File: src/rtl/bus_cond_pkg.sv
package bus_cond_pkg;
  // line events decoded from synchronized samples
  typedef struct packed {
    logic open_c;   // data fell, clock held high
    logic close_c;  // data rose, clock held high
    logic clk_rise; // clock line rose
  } line_evt_t;
endpackage

File: src/rtl/bcm_sync.sv
module bcm_sync #(
  parameter int unsigned STAGES = 2,
  parameter int unsigned WIDTH  = 2
) (
  input  logic             clk_i,
  input  logic             rst_ni,
  input  logic [WIDTH-1:0] d_i,
  output logic [WIDTH-1:0] q_o
);
  logic [WIDTH-1:0] stage_q [STAGES];

  for (genvar s = 0; s < STAGES; s++) begin : g_stage
    if (s == 0) begin : g_first
      always_ff @(posedge clk_i or negedge rst_ni)
        if (!rst_ni) stage_q[s] <= '1;
        else         stage_q[s] <= d_i;
    end else begin : g_next
      always_ff @(posedge clk_i or negedge rst_ni)
        if (!rst_ni) stage_q[s] <= '1;
        else         stage_q[s] <= stage_q[s-1];
    end
  end

  assign q_o = stage_q[STAGES-1];
endmodule

File: src/rtl/bcm_edge.sv
module bcm_edge
  import bus_cond_pkg::*;
(
  input  logic      clk_i,
  input  logic      rst_ni,
  input  logic      scl_s_i,
  input  logic      sda_s_i,
  output line_evt_t evt_o
);
  logic scl_prev_q, sda_prev_q;

  always_ff @(posedge clk_i or negedge rst_ni)
    if (!rst_ni) begin
      scl_prev_q <= 1'b1;
      sda_prev_q <= 1'b1;
    end else begin
      scl_prev_q <= scl_s_i;
      sda_prev_q <= sda_s_i;
    end

  logic scl_held_hi;
  assign scl_held_hi = scl_s_i & scl_prev_q;

  always_comb begin
    evt_o.open_c   = scl_held_hi & sda_prev_q & ~sda_s_i;
    evt_o.close_c  = scl_held_hi & ~sda_prev_q & sda_s_i;
    evt_o.clk_rise = scl_s_i & ~scl_prev_q;
  end
endmodule

File: src/rtl/bcm_tracker.sv
module bcm_tracker
  import bus_cond_pkg::*;
#(
  parameter int unsigned CNT_W = 4
) (
  input  logic      clk_i,
  input  logic      rst_ni,
  input  line_evt_t evt_i,
  output logic      start_o,
  output logic      rstart_o,
  output logic      stop_o,
  output logic      empty_o,
  output logic      busy_o
);
  localparam logic [CNT_W-1:0] CntMax  = '1;
  localparam logic [CNT_W-1:0] MinEdge = CNT_W'(2);

  logic             busy_q;
  logic [CNT_W-1:0] rise_cnt_q;

  always_ff @(posedge clk_i or negedge rst_ni)
    if (!rst_ni) begin
      busy_q     <= 1'b0;
      rise_cnt_q <= '0;
      start_o    <= 1'b0;
      rstart_o   <= 1'b0;
      stop_o     <= 1'b0;
      empty_o    <= 1'b0;
    end else begin
      start_o  <= 1'b0;
      rstart_o <= 1'b0;
      stop_o   <= 1'b0;
      empty_o  <= 1'b0;
      if (evt_i.open_c) begin
        start_o    <= ~busy_q;
        rstart_o   <= busy_q;
        busy_q     <= 1'b1;
        rise_cnt_q <= '0;
      end else if (evt_i.close_c) begin
        stop_o     <= 1'b1;
        empty_o    <= busy_q && (rise_cnt_q < MinEdge);
        busy_q     <= 1'b0;
        rise_cnt_q <= '0;
      end else if (evt_i.clk_rise && busy_q && rise_cnt_q != CntMax) begin
        rise_cnt_q <= rise_cnt_q + 1'b1;  // saturating
      end
    end

  assign busy_o = busy_q;
endmodule

File: src/rtl/bus_cond_monitor.sv
module bus_cond_monitor
  import bus_cond_pkg::*;
#(
  parameter int unsigned SYNC_STAGES = 2,
  parameter int unsigned CNT_W       = 4
) (
  input  logic clk_i,
  input  logic rst_ni,
  input  logic scl_i,
  input  logic sda_i,
  output logic start_o,
  output logic rstart_o,
  output logic stop_o,
  output logic empty_o,
  output logic busy_o
);
  logic [1:0] lines_s;
  line_evt_t  evt;

  bcm_sync #(.STAGES(SYNC_STAGES), .WIDTH(2)) i_sync (
    .clk_i (clk_i),
    .rst_ni(rst_ni),
    .d_i   ({scl_i, sda_i}),
    .q_o   (lines_s)
  );

  bcm_edge i_edge (
    .clk_i  (clk_i),
    .rst_ni (rst_ni),
    .scl_s_i(lines_s[1]),
    .sda_s_i(lines_s[0]),
    .evt_o  (evt)
  );

  bcm_tracker #(.CNT_W(CNT_W)) i_track (
    .clk_i   (clk_i),
    .rst_ni  (rst_ni),
    .evt_i   (evt),
    .start_o (start_o),
    .rstart_o(rstart_o),
    .stop_o  (stop_o),
    .empty_o (empty_o),
    .busy_o  (busy_o)
  );
endmodule

File: config.mk
export PLATFORM = sky130hd
export DESIGN_NAME = bus_cond_monitor
export DESIGN_NICKNAME = d
export VERILOG_FILES = /design/src/rtl/bus_cond_pkg.sv /design/src/rtl/bcm_sync.sv /design/src/rtl/bcm_edge.sv /design/src/rtl/bcm_tracker.sv /design/src/rtl/bus_cond_monitor.sv
export SDC_FILE = /design/constraint.sdc
export NUM_CORES = 1
export LEC_CHECK = 0
export BUFFER_PORTS_ARGS = -buffer_cell sky130_fd_sc_hd__buf_2
export CAP_MARGIN = 5
export CORE_MARGIN = 4
export CORE_UTILIZATION = 35
export DETAILED_ROUTE_END_ITERATION = 6
export PLACE_DENSITY_LB_ADDON = 0.12
export SYNTH_ARGS = -nofsm -noshare
export SYNTH_HDL_FRONTEND = slang
export SYNTH_SLANG_ARGS = --single-unit
export TNS_END_PERCENT = 100
File: constraint.sdc
create_clock -name clk_i -period 3.6 [get_ports clk_i]
set_input_delay 0.54 -clock clk_i [delete_from_list [all_inputs] [get_ports clk_i]]
set_output_delay 0.54 -clock clk_i [all_outputs]
set_load 0.02 [all_outputs]
Word level (Yosys, flattened, before mapping)
Cells that the tools add are included.

Register bits after elaboration: 15. Latch bits: 0. Bits in writable memories: 0. Memory bits (read-only): 0. Input port bits: 4. Output and inout port bits: 5. Logic and storage cells: 39. Memories: 0.

Add/subtract/negate cells: 1. $mul: 0. Div/mod/pow operators: 0. Order comparisons: 1. Equal/unequal tests: 1. Shifts and indexed selects: 0. Mux-type cells: 11. Bitwise operators: 10. Reductions and logical operators: 5.

Operators by type and width (count): 4-bit 2-to-1 mux (3); 1-bit 2-to-1 mux (8); 1-bit AND (6); 4-bit by 1-bit adder with 4-bit output (second input constant) (1); 4-bit by 2-bit < comparator with 1-bit output (second input constant) (1); 4-bit != test (second input constant) (1); 1-bit NOT (4); 1-bit logical AND (3); 3-bit nonzero test (1); 2-bit nonzero test (1).

Logic depth before layout (Yosys ltp)
Depth in word-level cells: 7. Gate-level depth with buffers: 4. Mapped depth without buffers: 4.

Hierarchy
Synthesis repeated with hierarchy kept, for this count alone.

Cells, all modules: 45. Area total of the unflattened synthesis: 584.3 um^2.

By module, submodules not included: bcm_tracker (instances 1, cells each 34, area an instance 385.4 um^2, seq. area each 225.2 um^2); bcm_sync (instances 1, cells each 6, area an instance 120.1 um^2, seq. area each 105.1 um^2); bcm_edge (instances 1, cells each 5, area an instance 78.8 um^2, seq. area each 52.6 um^2).

Worst setup path before layout
No wires, ideal clock.

Path kind: reg2reg. Start: reg i_track.rise_cnt_q[0]. End: reg i_track.rise_cnt_q[0]. Library setup time: 0.077 ns. Arrival: 1.214 ns. Required time: 3.523 ns. Path slack: 2.309 ns. Stages on the path, launching flop included: 5. Path buffers: 0. Period minus slack after synthesis: 1.291 ns. Cell sequence: dfrtp_1 > ha_1 > and3_1 > or3_1 > a21oi_1.

Cells in the longest elaborated chain, start to end: 4. Elaborated cells between the ends (all ways): 7. Those cells by class: 1 x add/sub; 1 x eq/ne; 3 x mux; 2 x reduce/logical.

Ends and longest elaborated chain: start, declared (line bcm_tracker.sv:19) `logic [CNT_W-1:0] rise_cnt_q;`; start signal, assigned (line bcm_tracker.sv:45) `rise_cnt_q <= rise_cnt_q + 1'b1;`; 4-bit by 1-bit adder with 4-bit output (line bcm_tracker.sv:45); 4-bit 2-to-1 mux (line bcm_tracker.sv:44) `end else if (evt_i.clk_rise && busy_q && rise_cnt_q != CntMax) begin`; 4-bit 2-to-1 mux (line bcm_tracker.sv:39) `end else if (evt_i.close_c) begin`; 4-bit 2-to-1 mux (line bcm_tracker.sv:34) `if (evt_i.open_c) begin`.

Several ways; a longest one is shown, not always the timed one. The select of a mux whose other input is x is not followed. A chain may end at the register's enable or synchronous reset.

Worst setup path after layout
Start: reg i_track.busy_q, in the netlist i_track.busy_o. End: out busy_o.

RTL lines: start, declared (line bcm_tracker.sv:18) `logic busy_q;`; start signal, assigned (line bcm_tracker.sv:23) `busy_q <= 1'b0;`; start signal, assigned (line bcm_tracker.sv:37) `busy_q <= 1'b1;`; start signal, assigned (line bcm_tracker.sv:42) `busy_q <= 1'b0;`; end, declared (line bus_cond_monitor.sv:15) `output logic busy_o`.

No word-level cell between the ends.

==> results.md <==
* Crit path launch: i_track.busy_o
* Register area share after synthesis at 0.6552
* Worst R2R Path Depth at 4
* Final nets at 63
* Setup TNS at 0 ps
* CTS Sinks at 15
* Crit path capture: busy_o
* IR drop worst, VDD at 0.1569 mV
* Largest stage delay on the critical path at 480 ps
* Library cells used by synthesis at 20
* Post-route DRC at 0
* Clock Root Buffer: clkbuf_4
* Vias/cell at 5.096
* Port Buf Inserts at 8
* Setup crit start kind: register
* Seq cells post-synth at 15
* RSZ-0062 raised after global routing: no
* Leakage at 0.3337 nW
* Hold_buf cts at 0
* Die span in y at 48.86 um
* DR iter-0 viols at 5
* Most frequent cell after synthesis: dfrtp_1
* Post-CTS sizing at 0
* Min Tclk post-route at 1524 ps
* Slew Viols, Final at 0
* Worst hold margin at 130.1 ps
* Post-synthesis async set-or-reset flop share at 1.000
* Top post-synthesis cells by area: dfrtp_1 (39%), dfstp_2 (27%), a21oi_1 (3.4%)
* Crit Path Max Fanout at 7
* Cell count along the critical path at 1
* Die Area at 2387 sq um
* DR pass1 iterations at 3
* Post-synth top cells: dfrtp_1 (9), dfstp_2 (6), nor2_1 (5)
* EDFF count, synth at 0
* Tcrit/Tclk final at 0.4232
* Remaining Overflow, GRT at 0
* Synth area leader: dfrtp_1
* Critical path type: reg -> out
* Fmax at 0.6564 GHz
* I/O pin count at 9
* Cells along the critical path: buf_2
* Final Setup Violations at 0
* Core area at 1541 sq um
* Die width at 48.86 um
* Largest net degree at the start of global routing at 16
* Clock transition at path regs at 90 ps
* Worst R2R End: i_track.rise_cnt_q[0]
* Synth warnings at 0
* Status: completed
* Final hold vios at 0
* Setup Buffers After CTS at 0
* Syn avg cell area at 12.98 sq um
* CP delay by family, top: flip-flops
* Crit-path slowest cell: dfrtp_1
* Setup slack, reg-to-reg at 2210 ps
* Total power at 0.0003024 W
* HP Class: in -> async
* Average routed wire per standard cell at 11.86 um
* CP Capture Type: output port
* Worst Skew at 9.918 ps
* Worst setup margin at 2076 ps
* PwrDens at 450.9 nW/um^2
* Worst Path Required at 3060 ps
* GRT Total Usage at 0.08439
* Buf+Inv Stages, Crit Path at 1
* Inserted Clock Buffers at 3
* H-tree levels at 1
* CTS max path bufs at 2
* Relative slew slack at 0.7862
* CTS tree: built
* Antenna Nets Post-Route at 0
* Initial Util at 0.3791
* Ant diodes at 0
* Post-synthesis cell count at 45
* Syn_nets at 50
* Area grow syn2layout at 14.78%
* Final GP Congestion at 0.6924
* Site Rows at 14
* First-pass GRT wire length at 1.483 mm
* Max-cap violations at 0
* Pre-CTS WS at 2230 ps
* Mapped Area at 584.3 sq um
* Vias in the first global route at 343
* Dominant synthesized flop cell: dfrtp_1
* Ratio of cells with drive above 1 in the final layout at 0.3684
* Yosys top cell area share at 0.3854
* Reg-to-reg startpoint: i_track.rise_cnt_q[0]
* Total vias in the final route at 372
* Tightest Pin Transition at 320.8 ps
* CP arrival at 980 ps
* Initial antenna violation count at 0
* Drt total wl at 866 um
* Worst skew pair latency at 290 ps
## report_power, final
group | switching (W) | internal, W
Sequential | 0.00000748 | 0.000179
Combinational | 0.0000107 | 0.00000905
Clock | 0.0000532 | 0.0000431
## area by class of cell
cell class	instances	area (sq um)
sequential	15	382.9
fill	156	870.8
tap	16	20.02
timing repair buffer	8	40.04
multi-input combinational	29	197.7
inverter	1	3.754
clock buffer	4	26.28
## cell families after synthesis
logic type               synth area share
XOR/XNOR                          0.01499
flip-flops                         0.6553
AND/OR/NAND/NOR                    0.2034
adder cells (fa/ha/maj)           0.02141
AO/OA/AOI/OAI                     0.09849
buffers and inverters            0.006418
## routing by layer
layer	up-vias	track usage	share of wire
met2	11	0.1022	0.41
met4	0	0.08072	0.027
met3	4	0.03364	0.074
met1	172	0.1088	0.48
li1	185	-	-
met5	-	0	0
## flip-flops by register name, indices dropped and copies added (netlist names)
name / count
i_track.stop_o: 1
i_track.rstart_o: 1
i_track.busy_o: 1
i_track.empty_o: 1
i_track.rise_cnt_q: 4
i_sync.stage_q: 2
i_edge.scl_prev_q: 1
i_edge.sda_prev_q: 1
i_sync.q_o: 2
i_track.start_o: 1
## placed cells by master, fill, tap and decap left out
| cell | netlist | layout |
|---|---|---|
| inv_1 | 1 | 1 |
| nand3_1 | 2 | 2 |
| clkbuf_4 | 0 | 3 |
| or3_1 | 3 | 3 |
| o21ba_2 | 1 | 1 |
| dfrtp_1 | 9 | 9 |
| xor2_1 | 1 | 1 |
| nor3b_1 | 1 | 1 |
| and3_1 | 2 | 2 |
| nand3b_4 | 1 | 1 |
| buf_2 | 0 | 8 |
| and3b_1 | 1 | 1 |
| o21ai_0 | 1 | 1 |
| and3_2 | 1 | 1 |
| nand2_1 | 1 | 1 |
| clkbuf_1 | 0 | 1 |
| o21a_1 | 1 | 1 |
| and4b_2 | 1 | 1 |
| ha_1 | 1 | 1 |
| a21oi_1 | 4 | 4 |
| nor2_1 | 5 | 5 |
| dfstp_2 | 6 | 6 |
| o31ai_1 | 2 | 2 |
## stage by stage
| stage | utilization | instances | cell area [sq um] |
|---|---|---|---|
| floorplan | - | 45 | 584.3 |
| global placement | 0.4180 | 69 | 644.4 |
| detailed placement | 0.4180 | 69 | 644.4 |
| CTS | 0.4351 | 73 | 670.6 |
| global route | 0.4351 | 73 | 670.6 |
| finish | 0.4351 | 73 | 670.6 |
## how the worst min path moves through the flow
stage	from	to	slack (ps)
floorplan	rst_ni	i_track.busy_o	240
global placement	i_sync.stage_q[2]	i_sync.q_o[0]	350
detailed placement	i_sync.stage_q[2]	i_sync.q_o[0]	350
CTS	rst_ni	i_track.empty_o	130
global route	rst_ni	i_track.empty_o	140
finish	rst_ni	i_track.empty_o	130
No activity file was read; power rests on OpenSTA's default activity.
